`config.mk`:
```
export PLATFORM = sky130hd
export DESIGN_NAME = pred_byte_sequencer
export DESIGN_NICKNAME = d
export VERILOG_FILES = /design/src/rtl/pbes_pkg.sv /design/src/rtl/pbes_pred.sv /design/src/rtl/pbes_ctrl.sv /design/src/rtl/pbes_datapath.sv /design/src/rtl/pred_byte_sequencer.sv
export SDC_FILE = /design/constraint.sdc
export NUM_CORES = 1
export LEC_CHECK = 0
export BUFFER_PORTS_ARGS = -buffer_cell sky130_fd_sc_hd__clkbuf_2
export CORE_AREA = 2 2 295 297
export DETAILED_ROUTE_END_ITERATION = 7
export DIE_AREA = 0 0 297 299
export RECOVER_POWER = 25
export REMOVE_ABC_BUFFERS = 1
export SETUP_SLACK_MARGIN = 0.02
export SLEW_MARGIN = 20
export SYNTH_ARGS = -nofsm -noshare
export SYNTH_HDL_FRONTEND = slang
export SYNTH_HIERARCHICAL = 1
export SYNTH_SLANG_ARGS = --single-unit
```
`constraint.sdc`:
```
create_clock -name clk -period 7.5 [get_ports clk]
set_input_delay 0.375 -clock clk [delete_from_list [all_inputs] [get_ports clk]]
set_output_delay 0.375 -clock clk [all_outputs]
set_load 0.1 [all_outputs]
```
`src/rtl/pbes_pkg.sv`:
```
package pbes_pkg;

  typedef enum logic {
    ST_IDLE = 1'b0,
    ST_RUN  = 1'b1
  } seqState_t;

  // strobes sent from control to datapath
  typedef struct packed {
    logic load;   // capture configuration, clear position
    logic step;   // advance to the next sub-element
  } seqStrobe_t;

  // byte count of one element for a width code
  function automatic logic [3:0] widthBytes(input logic [1:0] code);
    case (code)
      2'b00:   widthBytes = 4'd8;
      2'b01:   widthBytes = 4'd4;
      2'b10:   widthBytes = 4'd2;
      default: widthBytes = 4'd1;
    endcase
  endfunction

endpackage

```
`src/rtl/pbes_pred.sv`:
```
module pbes_pred #(
  parameter int ELEM_W   = 6,
  parameter int MASK_W   = 64,
  parameter int CR_COUNT = 128,
  parameter int CR_BASE  = 32
) (
  input  logic [ELEM_W-1:0]     elemIdx,
  input  logic                  predMode,
  input  logic [2:0]            maskSel,
  input  logic [MASK_W-1:0]     maskR3,
  input  logic [MASK_W-1:0]     maskR10,
  input  logic [MASK_W-1:0]     maskR30,
  input  logic [CR_COUNT*4-1:0] crFields,
  output logic                  predBit
);

  localparam int CR_IDX_W = $clog2(CR_COUNT);

  logic [MASK_W-1:0]   srcWord;
  logic                intBit;
  logic [CR_IDX_W-1:0] crIdx;
  logic [3:0]          crField;
  logic                crBit;

  always_comb begin
    case (maskSel[2:1])
      2'b00, 2'b01: srcWord = maskR3;
      2'b10:        srcWord = maskR10;
      default:      srcWord = maskR30;
    endcase
    if (maskSel == 3'b000)      intBit = 1'b1;
    else if (maskSel == 3'b001) intBit = (maskR3 == MASK_W'(elemIdx));
    else                        intBit = srcWord[elemIdx] ^ maskSel[0];
  end

  always_comb begin
    crIdx   = CR_IDX_W'(CR_BASE) + CR_IDX_W'(elemIdx);
    crField = crFields[{crIdx, 2'b00} +: 4];
    crBit   = crField[2'd3 - maskSel[2:1]] ^ maskSel[0];
  end

  assign predBit = predMode ? crBit : intBit;

endmodule

```
`src/rtl/pbes_ctrl.sv`:
```
module pbes_ctrl
  import pbes_pkg::*;
(
  input  logic       clk,
  input  logic       rstN,
  input  logic       start,
  input  logic       vlZero,
  input  logic       isLast,
  output seqStrobe_t strobe,
  output logic       busy,
  output logic       done
);

  seqState_t state, stateNext;
  logic      doneNext;

  always_comb begin
    stateNext   = state;
    doneNext    = 1'b0;
    strobe.load = 1'b0;
    strobe.step = 1'b0;
    case (state)
      ST_IDLE: begin
        if (start) begin
          strobe.load = 1'b1;
          if (vlZero) doneNext  = 1'b1;
          else        stateNext = ST_RUN;
        end
      end
      default: begin
        strobe.step = 1'b1;
        if (isLast) begin
          stateNext = ST_IDLE;
          doneNext  = 1'b1;
        end
      end
    endcase
  end

  always_ff @(posedge clk or negedge rstN) begin
    if (!rstN) begin
      state <= ST_IDLE;
      done  <= 1'b0;
    end else begin
      state <= stateNext;
      done  <= doneNext;
    end
  end

  assign busy = (state == ST_RUN);

endmodule

```
`src/rtl/pbes_datapath.sv`:
```
module pbes_datapath
  import pbes_pkg::*;
#(
  parameter int VL_W     = 7,
  parameter int ELEM_W   = 6,
  parameter int POS_W    = 11,
  parameter int MASK_W   = 64,
  parameter int CR_COUNT = 128,
  parameter int CR_BASE  = 32
) (
  input  logic                  clk,
  input  logic                  rstN,
  input  seqStrobe_t            strobe,
  input  logic                  busy,
  input  logic [VL_W-1:0]       vl,
  input  logic [1:0]            subvlCode,
  input  logic [1:0]            ewCode,
  input  logic                  predMode,
  input  logic [2:0]            maskSel,
  input  logic [MASK_W-1:0]     maskR3,
  input  logic [MASK_W-1:0]     maskR10,
  input  logic [MASK_W-1:0]     maskR30,
  input  logic [CR_COUNT*4-1:0] crFields,
  output logic                  isLast,
  output logic [ELEM_W-1:0]     elemIdx,
  output logic [1:0]            subIdx,
  output logic [POS_W-4:0]      regOffset,
  output logic [2:0]            byteOffset,
  output logic [7:0]            byteEn
);

  logic [VL_W-1:0]  cfgVl;
  logic [1:0]       cfgSub;
  logic [1:0]       cfgEw;
  logic             cfgMode;
  logic [2:0]       cfgSel;
  logic [POS_W-1:0] bytePos;
  logic [3:0]       elemBytes;
  logic             subLast;
  logic             predBit;
  logic [8:0]       laneMask;

  assign elemBytes = widthBytes(cfgEw);
  assign subLast   = (subIdx == cfgSub);
  assign isLast    = subLast && (VL_W'(elemIdx) == cfgVl - 1'b1);

  always_ff @(posedge clk or negedge rstN) begin
    if (!rstN) begin
      cfgVl   <= '0;
      cfgSub  <= '0;
      cfgEw   <= '0;
      cfgMode <= 1'b0;
      cfgSel  <= '0;
      elemIdx <= '0;
      subIdx  <= '0;
      bytePos <= '0;
    end else if (strobe.load) begin
      cfgVl   <= vl;
      cfgSub  <= subvlCode;
      cfgEw   <= ewCode;
      cfgMode <= predMode;
      cfgSel  <= maskSel;
      elemIdx <= '0;
      subIdx  <= '0;
      bytePos <= '0;
    end else if (strobe.step) begin
      bytePos <= bytePos + POS_W'(elemBytes);
      if (subLast) begin
        subIdx  <= '0;
        elemIdx <= elemIdx + 1'b1;
      end else begin
        subIdx  <= subIdx + 1'b1;
      end
    end
  end

  pbes_pred #(
    .ELEM_W  (ELEM_W),
    .MASK_W  (MASK_W),
    .CR_COUNT(CR_COUNT),
    .CR_BASE (CR_BASE)
  ) uPred (
    .elemIdx (elemIdx),
    .predMode(cfgMode),
    .maskSel (cfgSel),
    .maskR3  (maskR3),
    .maskR10 (maskR10),
    .maskR30 (maskR30),
    .crFields(crFields),
    .predBit (predBit)
  );

  assign regOffset  = bytePos[POS_W-1:3];
  assign byteOffset = bytePos[2:0];
  assign laneMask   = (9'd1 << elemBytes) - 9'd1;
  assign byteEn     = (busy && predBit) ? (laneMask[7:0] << byteOffset) : 8'h00;

endmodule

```
`src/rtl/pred_byte_sequencer.sv`:
```
module pred_byte_sequencer
  import pbes_pkg::*;
#(
  parameter int MAX_VL   = 64,
  parameter int MASK_W   = 64,
  parameter int CR_COUNT = 128,
  parameter int CR_BASE  = 32,
  localparam int VL_W    = $clog2(MAX_VL + 1),
  localparam int ELEM_W  = $clog2(MAX_VL),
  localparam int POS_W   = $clog2(MAX_VL * 4 * 8)
) (
  input  logic                  clk,
  input  logic                  rstN,
  input  logic                  start,
  input  logic [VL_W-1:0]       vl,
  input  logic [1:0]            subvlCode,
  input  logic [1:0]            ewCode,
  input  logic                  predMode,
  input  logic [2:0]            maskSel,
  input  logic [MASK_W-1:0]     maskR3,
  input  logic [MASK_W-1:0]     maskR10,
  input  logic [MASK_W-1:0]     maskR30,
  input  logic [CR_COUNT*4-1:0] crFields,
  output logic                  busy,
  output logic                  done,
  output logic [ELEM_W-1:0]     elemIdx,
  output logic [1:0]            subIdx,
  output logic [POS_W-4:0]      regOffset,
  output logic [2:0]            byteOffset,
  output logic [7:0]            byteEn
);

  seqStrobe_t strobe;
  logic       isLast;

  pbes_ctrl uCtrl (
    .clk   (clk),
    .rstN  (rstN),
    .start (start),
    .vlZero(vl == '0),
    .isLast(isLast),
    .strobe(strobe),
    .busy  (busy),
    .done  (done)
  );

  pbes_datapath #(
    .VL_W    (VL_W),
    .ELEM_W  (ELEM_W),
    .POS_W   (POS_W),
    .MASK_W  (MASK_W),
    .CR_COUNT(CR_COUNT),
    .CR_BASE (CR_BASE)
  ) uData (
    .clk       (clk),
    .rstN      (rstN),
    .strobe    (strobe),
    .busy      (busy),
    .vl        (vl),
    .subvlCode (subvlCode),
    .ewCode    (ewCode),
    .predMode  (predMode),
    .maskSel   (maskSel),
    .maskR3    (maskR3),
    .maskR10   (maskR10),
    .maskR30   (maskR30),
    .crFields  (crFields),
    .isLast    (isLast),
    .elemIdx   (elemIdx),
    .subIdx    (subIdx),
    .regOffset (regOffset),
    .byteOffset(byteOffset),
    .byteEn    (byteEn)
  );

endmodule

```
### After elaboration in Yosys (flattened, before gate mapping)

Index checks and enable logic that the tools add are counted.
W data, S select, Z words.

* reductions and logical operators: 10
* bitwise logic cells: 2
* equal/unequal tests: 8
* mux-type cells: 29
* add/sub/neg operators: 7
* shift-type cells: 3
* order comparisons: 2

Operator list (count)
* $shiftx A512 B10 Y4: 1
* $pmux W64 S2: 1
* $eq A64 B6 Y1: 1
* $mux W11: 2
* $mux W6: 3
* $mux W1: 16
* $pmux W4 S3: 1
* $add A11 B4 Y11: 1
* $mux W8: 1
* $shl A1 B4 Y8 const A: 1
* $shl A8 B3 Y8: 1
* $sub A8 B1 Y8 const B: 1
* $add A6 B6 Y7 const A: 1
* $eq A6 B7 Y1: 1
* $logic_not A7 Y1: 1
* $lt A6 B7 Y1 const B: 1
* $sub A7 B1 Y7 const B: 1
* $add A6 B1 Y6 const B: 1
* $bmux W1 S6: 1
* $mux W2: 3
* $eq A2 B1 Y1 const B: 2
* $eq A2 B2 Y1 const B: 2
* $logic_not A2 Y1: 2
* $reduce_bool A2 Y1: 2
* other kinds (11): 13

* word-level logic and storage cells: 71
* flip-flop bits (word level): 36

### Depth between registers and ports, before layout

Gate-level depths: netlist of the first run.

* depth in word-level cells: 11
* depth in mapped cells: 18
* mapped depth without buffers: 12

### Cells and area by module

The synthesis of the first run kept the hierarchy.

Modules (own cells, without submodules)
* pbes_pred: cells an instance 441, area an instance 4220.3 sq um, sequential area each 0.0 sq um, instances 1
* pbes_datapath: cells an instance 211, area an instance 2026.9 sq um, sequential area each 850.8 sq um, instances 1
* pbes_ctrl: cells an instance 9, area an instance 92.6 sq um, sequential area each 50.0 sq um, instances 1
* pred_byte_sequencer: cells an instance 2, area an instance 20.0 sq um, sequential area each 0.0 sq um, instances 1

### Least setup slack after synthesis of the first run

No wires, ideal clock.

* path kind: reg2out
* start point: reg uData.elemIdx[0]
* end point: out byteEn[6]
* stages on the path, launching flop included: 12
* required time: 7.125 ns
* arrival: 5.419 ns
* path buffers: 3
* path slack: 1.706 ns
* cell sequence: dfrtp_1 buf_6 buf_6 buf_2 mux4_2 a22oi_1 a31oi_1 nor4_2 mux2i_1 nor3b_2 nand2_1 a211oi_1

* longest elaborated chain between the ends: 8

RTL lines
* from (decl): line pbes_datapath.sv:25 `output logic [ELEM_W-1:0] elemIdx,`
* from (signal assigned): line pbes_datapath.sv:70 `elemIdx <= elemIdx + 1'b1;`
* $add A6 B6 Y7 or $bmux W1 S6 (tied branches): line pbes_pred.sv:37, pbes_pred.sv:33
* $shiftx A512 B10 Y4 or $mux W1 (tied branches): line pbes_pred.sv:38, pbes_pred.sv:33
* $bmux W1 S2 or $xor A1 B1 Y1 (tied branches): line pbes_pred.sv:39, pbes_pred.sv:33
* $mux W1 (on tied branches): line pbes_pred.sv:39, pbes_pred.sv:32
* $xor A1 B1 Y1 or $mux W1 (tied branches): line pbes_pred.sv:39, pbes_pred.sv:31
* $mux W1 (*): line pbes_pred.sv:42 `assign predBit = predMode ? crBit : intBit;`
* via uData.predBit: line pbes_datapath.sv:40 `logic predBit;`
* $logic_and A1 B1 Y1 (*): line pbes_datapath.sv:96 `assign byteEn = (busy && predBit) ? (laneMask[7:0] << byteOffset) : 8'h00;`
* $mux W8 (*): line pbes_datapath.sv:96
* to (decl): line pred_byte_sequencer.sv:30 `output logic [7:0] byteEn`

Mark *: on every way through the listed nets, which the timed path passes. The rest lies on a longest branch. The select of a mux whose other input is x is not followed.

### Final worst setup path of the first run

* start point: reg uData.elemIdx[0]
* end point: out byteEn[1]

Same word-level chain as after synthesis.

==> run metrics, run 1 <==
RSZ-0062 raised after global routing=no; WP buf/inv=3; Worst VDD drop=0.000437 V; Hold EP=uData/cfgSub[1]; ys async rst share=100%; cell at the slowest stage of the critical path=dfrtp_4; Critical Path RT=just over 7000 ps; # IOs=751; Multi-input gate area=~5000 µm²; drt drc=0; Vias=between 7,000 and 8,000; crit-path cells=buf_4 > mux2_2 > a2bb2oi_1 > a21oi_1 > nor3_1 > a22o_1 > nor4_2 > mux2i_1 > nor3b_2 > nand2_1 > inv_1 > nand2_1 > nor3_1 > clkbuf_2; Seq cells post-synth=36; yosys warns=6; Post-CTS Resized=0; Synth Area in Simple Gates=16.3%; Max Cap Viol=1; TritonCTS clock tree=yes; IO Port Bufs=494; failing checks=max-capacitance violations, max-slew violations; outcome=complete, but fails checks; post-DP HPWL=44,500 µm; Hold Crit Class=in -> reg; FF+latch area=917 µm²; CP max stage delay=approximately 990 ps; Finish-stage setup viols=0; crit path kind=reg -> out; vias per cell=around 3.4; Synth-to-Final Area Change=61.8%; largest family of logic cells by synthesized area=multiplexers; fill count=9,973; P_leak=0.00437 µW; Worst Path Arrival=between 5000 and 6000 ps; remaining global-route overflow=0; XOR/XNOR Fraction of Synth Area=2.85%; Critical Path Start Type=flip-flop; Rows=108; Max-slew headroom=-45.5%; Placeable Area=85,900 µm²; EDFF count, synth=0; Syn Inst Count=between 600 and 700; count of final hold-check violations=0; die area=between 80,000 and 90,000 µm²; WL/cell=22.2 µm; register area share after synthesis=between 10% and 20%; initial core utilization=roughly 7.4%; flop-to-flop setup slack=~4900 ps; Die X-Extent=297 µm; FMAX=~180 MHz; Max Slew Vio Count=37; CP delay by family, top=simple AND/OR/NAND/NOR gates; min cycle time layout=roughly 5600 ps; CTS root buf=clkbuf_16; count of cell types in the netlist=71; Placer Congestion=roughly 0.84; Post-CTS Setup Bufs=0; Pwr Density=412 nW/µm²; Worst-Margin Slew=2180 ps; pin count of the biggest net entering global routing=between 50 and 60; WP depth=14; CP startpoint=uData/elemIdx[0]; Top FF cell, synth=dfrtp_1; H-tree levels=2; Hold Crit Depth=2; mapped cell area=6360 µm²; Detail Route Antenna Nets=0; final period utilization=75.1%; final WL=50,700 µm; reg2reg path depth=9; Max Root-Sink Buffers=2; Hold-fix buffers, CTS=0; Num CTS Buffers=5; R2R Path Start=uData/cfgEw[1]; DRT iter0 DRCs=468; R2R Path End=uData/bytePos[10]; clock skew=9.34 ps; total power=around 4200 µW; clk_lat worst skew=around 290 ps; hold_sp=subvlCode[1]; First-pass DRT Iterations=5; die height=299 µm; mux cell area share after synthesis=41.7%; Critical Path Sink Type=output port; critical path fanouts, max=between 40 and 50; clk slew on worst S/H paths=around 70 ps; initial antenna violation count=41; gr usage total=a little over a tenth; first-pass GRT wire length=between 60,000 and 70,000 µm; layout cell share with drive strength beyond 1=57.3%; number of global-route vias before repair=between 7,000 and 8,000; CTS sink cnt=36; Nets=1,853; post-synthesis compound-gate area fraction=17.2%; Post-Syn Area per Cell=9.59 µm²; adder-cell area share of the yosys netlist=1.50%; Layout Utilization=12.0%
-- Yosys cell counts, drive strengths merged (5+ instances only) --
library cell	n	area, µm²
nor3	17	85.1
a22oi	9	67.6
nor4	26	175
buf	38	260
nand3	11	55.1
nand2	37	139
a21oi	35	175
mux2i	57	571
o21ai	28	140
mux2	37	417
ha	6	75.1
xor2	13	114
o211ai	9	67.6
clkbuf	20	75.1
o221ai	7	61.3
dfrtp	36	901
nor2	50	188
or4	8	60.1
mux4	74	1670
xnor2	5	43.8
a31oi	7	43.8
o31ai	9	67.6
nor2b	10	62.6
a211oi	17	128
nand2b	8	50.1
inv	15	56.3
nand4	10	62.6
o22ai	7	43.8
-- metal layers --
layer  GRT usage [%]  share of wire, %  vias to the layer above
met5               0              0.34                        -
met3            3.40               8.7                       58
li1                -                 -                     3609
met4            2.24               2.1                       30
met1            14.2                43                     3728
met2            17.8                46                      413
-- how the worst max path moves through the flow --
stage,slack [ps],end
6_report,1870,byteEn[1]
5_1_grt,1330,byteEn[1]
4_1_cts,1430,byteEn[1]
3_5_place_dp,1740,byteEn[1]
3_3_place_gp,1760,byteEn[1]
2_1_floorplan,-2350,byteEn[6]
-- flip-flops by register name (all words and copies together), names as in the netlist --
signal and count:
uData/cfgVl 7, uData/cfgEw 2, uData/cfgSel 3, uCtrl/done 1, uData/cfgMode 1, uData/subIdx 2, uData/elemIdx 6, uCtrl/busy 1
uData/cfgSub 2, uData/bytePos 11
-- metrics by stage --
| stage | instances | setup WS (ps) | hold WS [ps] | setup TNS, ps | cell area [µm²] |
|---|---|---|---|---|---|
| after floorplan | 605 | -2350 | 79.4 | -14260 | 6020 |
| after global placement | 2272 | 1760 | 515 | 0 | 10100 |
| after detailed placement | 2272 | 1740 | 522 | 0 | 10100 |
| after CTS | 2280 | 1430 | 298 | 0 | 10300 |
| after global routing | 2281 | 1330 | 311 | 0 | 10300 |
| final | 2285 | 1870 | 309 | 0 | 10300 |
-- layout by cell type, fill, tap and decap left out, types with 10 or more instances in the layout --
| master | Yosys | layout |
|---|---|---|
| o21ai_0 | 26 | 26 |
| buf_4 | 7 | 17 |
| nor3_1 | 17 | 17 |
| nand2_1 | 37 | 37 |
| a211oi_1 | 17 | 17 |
| inv_1 | 15 | 15 |
| mux4_2 | 74 | 74 |
| mux2_2 | 35 | 35 |
| dfrtp_1 | 36 | 29 |
| clkbuf_2 | 0 | 493 |
| mux2i_1 | 57 | 57 |
| nand3_1 | 11 | 11 |
| a21oi_1 | 35 | 35 |
| xor2_1 | 13 | 13 |
| nor2_1 | 50 | 50 |
| nand4_1 | 10 | 10 |
| nor4_1 | 24 | 24 |
-- cells by family after synthesis --
| kind of cell | after synthesis |
|---|---|
| adder cells (fa/ha/maj) | 7 |
| AND/OR/NAND/NOR | 197 |
| buffers and inverters | 75 |
| multiplexers | 168 |
| AO/OA/AOI/OAI | 161 |
| flip-flops | 36 |
| XOR/XNOR | 19 |
-- report_power, final --
part / switching (µW) / total [µW] / internal, µW
Clock: 97.4 / 256 / 158
Combinational: 2180 / 3350 / 1180
Sequential: 345 / 633 / 288
-- area by class of cell --
type,count,area share (%)
flip-flops and latches,36,8.91
inverters,17,0.620
clock inverters,3,0.450
well taps,1155,14.0
clock buffers,5,1.22
multi-input cells,552,49.2
repair buffers,512,25.4
diodes,5,0.122
(Power assumes the default switching activity.)
==> run 2, diff against run 1 <==
--- a/config.mk
+++ b/config.mk
@@ -5,6 +5,7 @@
 export SDC_FILE = /design/constraint.sdc
 export NUM_CORES = 1
 export LEC_CHECK = 0
+export ABC_AREA = 1
 export BUFFER_PORTS_ARGS = -buffer_cell sky130_fd_sc_hd__clkbuf_2
 export CORE_AREA = 2 2 295 297
 export DETAILED_ROUTE_END_ITERATION = 7
==> constraint.sdc (replaced) <==
create_clock -name clk -period 5.1 [get_ports clk]
set_input_delay 0.255 -clock clk [delete_from_list [all_inputs] [get_ports clk]]
set_output_delay 0.255 -clock clk [all_outputs]
set_load 0.1 [all_outputs]
==> run metrics, run 2 <==
count of final hold-check violations=0 (unchanged); Critical Path Sink Type=output port; IO Port Bufs=494 (unchanged); cell taking the most area after synthesis=nand2_1; pre-CTS WS=762 ps (-979 ps); TritonCTS clock tree=yes; Die X-Extent=297 µm (unchanged); Largest Register=uData/bytePos; commonest cells after routing, fill and taps aside=545 x nand2_1, 485 x clkbuf_2, 358 x nand3_1; H-tree levels=2 (unchanged); min cycle time layout=4580 ps; CP delay by family, top=simple AND/OR/NAND/NOR gates; CTS root buf=clkbuf_16; final WL=54,800 µm (+8.2%); biggest regs=uData/bytePos (11), uData/cfgVl (7), uData/elemIdx (6); Rows=108 (unchanged); area share of the largest cell type after synthesis=27.5% (+1.3 points); clk slew on worst S/H paths=60 ps (about the same); FMAX=218 MHz; first-pass GRT wire length=74,300 µm (+12%); FF+latch area=912 µm² (-0.55%); yosys warns=6 (unchanged); Syn Inst Count=1,478 (+120%); CP max stage delay=630 ps (-360 ps); Setup WS post-layout=521 ps (-1350 ps); Seq cells post-synth=36 (unchanged); setup TNS=0 ps (unchanged); most common cell after layout, fill and taps aside=nand2_1; failing checks=max-capacitance violations, max-slew violations; Pwr Density=548 nW/µm² (+33%); RSZ-0062 raised after global routing=no; drt drc=0 (unchanged); critical path fanouts, max=38 (-7.3%); Max Slew Vio Count=37 (unchanged); initial core utilization=8.65% (+1.2 points); crit-path cells=buf_4 > nor2_1 > nor2_1 > nand3_1 > nand3_1 > nand3_1 > nand3_1 > nand3_1 > nand3_1 > nand2_1 > nand2_1 > nand2_1 > nand2_1 > nand2_1 > nand2_1 > nand2_1 > nor2_1 > o21ai_0 > o21ai_0 > buf_12; die area=88,800 µm² (unchanged); vias per cell=3.67 (+6.9%); Placeable Area=85,900 µm² (unchanged); Detail Route Antenna Nets=0 (unchanged); Hold-fix buffers, CTS=0 (unchanged); Worst Path Arrival=4320 ps (-940 ps); pin count of the biggest net entering global routing=99 (+83%); top cells by count, synth=545 x nand2_1, 358 x nand3_1, 172 x inv_1; ys async rst share=100% (unchanged); grt met1 use=15.5% (+1.3 points); Max-slew headroom=-42.0% (+3.5 points); Num CTS Buffers=5 (unchanged); Max Root-Sink Buffers=2 (unchanged); remaining global-route overflow=0 (unchanged); final period utilization=89.8%; register area share after synthesis=12.1% (-2.0 points); busiest grt layer=met2; met3 usage=2.73% (-0.67 points); die height=299 µm (unchanged); total power=6280 µW (+48%); P_leak=0.00611 µW (+40%); post-DP HPWL=45,500 µm (+2.4%); Synth area leaders=nand2_1 28%, nand3_1 24%, dfrtp_1 12%; Worst VDD drop=0.000404 V (-7.4%); Top FF cell, synth=dfrtp_1; clock skew=9.36 ps (+0.0233 ps); Multi-input gate area=5390 µm² (+6.4%); Worst-Margin Slew=2130 ps (-52.5 ps); Critical Path Start Type=flip-flop; outcome=complete, but fails checks; count leader, synth=nand2_1; Placer Congestion=0.901 (+7.3%); count of cell types in the netlist=40 (-44%); design area=11,500 µm² (+11%); Post-Syn Area per Cell=5.03 µm² (-48%); Post-CTS Resized=0 (unchanged); Post-CTS Setup Bufs=0 (unchanged); Finish-stage setup viols=0 (unchanged); placed inst area=11,300 µm² (+12%); Hold Crit Class=in -> reg; gr usage total=11.7% (+0.71 points); cell at the slowest stage of the critical path=dfrtp_2; Vias=11,264 (+44%); Nets=2,644 (+43%); Critical Path RT=4850 ps (-2270 ps); EDFF count, synth=0 (unchanged); max reg flops=11 (unchanged); fill count=10,239 (+2.7%); First-pass DRT Iterations=7 (+2); clk_lat worst skew=280 ps (about the same); mapped cell area=7430 µm² (+17%); Max Cap Viol=1 (unchanged); CTS sink cnt=36 (unchanged); crit path kind=reg -> out; DRT iter0 DRCs=969 (+110%); Most Frequent Cell on Critical Path=nand2_1; Synth-to-Final Area Change=54.1%; layout cell share with drive strength beyond 1=29.7% (-28 points); met2 GRT Util=19.4% (+1.6 points); WL/cell=17.8 µm (-20%); initial antenna violation count=29 (-29%); # IOs=751 (unchanged); number of global-route vias before repair=10,491 (+32%); worst hold slack=170 ps (-140 ps); WP buf/inv=2 (-1)
run 2: changes by cell type in the layout (fill, tap and decap cells not counted), moves of 24 or more:
cell     delta
inv_1     +155
mux2_2     -35
mux2i_1    -57
mux4_2     -74
nand2_1   +508
nand3_1   +347
nand4_1    +24
nor2_1     +28
run 2: final timing paths:
kind | start | to | slack (ps) | cells after the start
max | uData/cfgSel[2] | byteEn[5] | 520 | 20
max in group asynchronous | rstN | uData/elemIdx[1] | 3000 | 1
min in group asynchronous | rstN | uCtrl/done | 570 | 1
max reg2reg | uData/cfgEw[1] | uData/bytePos[6] | 3010 | 13
min reg2reg | uData/cfgSub[0] | uData/cfgSub[0] | 500 | 2
min | subvlCode[0] | uData/cfgSub[0] | 170 | 3
run 2: cells by family (layout without fill, tap and decap cells):
family	after synthesis	after routing	share of synthesized area, %
buf+inv	274	712	15.4
other cells	0	2	0
flops	36	36	12.1
compound gates	57	57	4.11
xor+xnor	16	16	1.89
fa+ha+maj	7	7	1.28
simple gates	1088	1088	65.2
run 2: routing by layer:
layer | part of all wire (%) | up-vias
li1 | - | 5591
met3 | 7.9 | 74
met5 | 0.28 | -
met2 | 46 | 564
met4 | 1.6 | 24
met1 | 44 | 5011
run 2: worst min-delay path: cells and delay by family:
| kind | cells | cell delay [ps] |
|---|---|---|
| buf+inv | 1 | 70 |
| simple gates | 2 | 90 |
run 2: area by class of cell:
cell class	count	area share, %
clock inverter	1	0.0765
inverter	180	5.99
timing repair buffer	524	25.1
multi-input combinational	1168	47.0
clock buffer	7	1.16
antenna	2	0.0437
sequential	36	7.96
tap	1155	12.6
run 2: metrics by stage:
stage	util, %	instances
2_1_floorplan	-	1384
3_3_place_gp	13.2	3063
3_5_place_dp	13.2	3063
4_1_cts	13.3	3071
5_1_grt	13.3	3072
6_report	13.3	3073
run 2: where the power goes:
part,switching (µW),internal [µW],total [µW]
Sequential,233,417,650
Combinational,3770,1550,5320
Clock,123,183,306
Total,4130,2150,6280
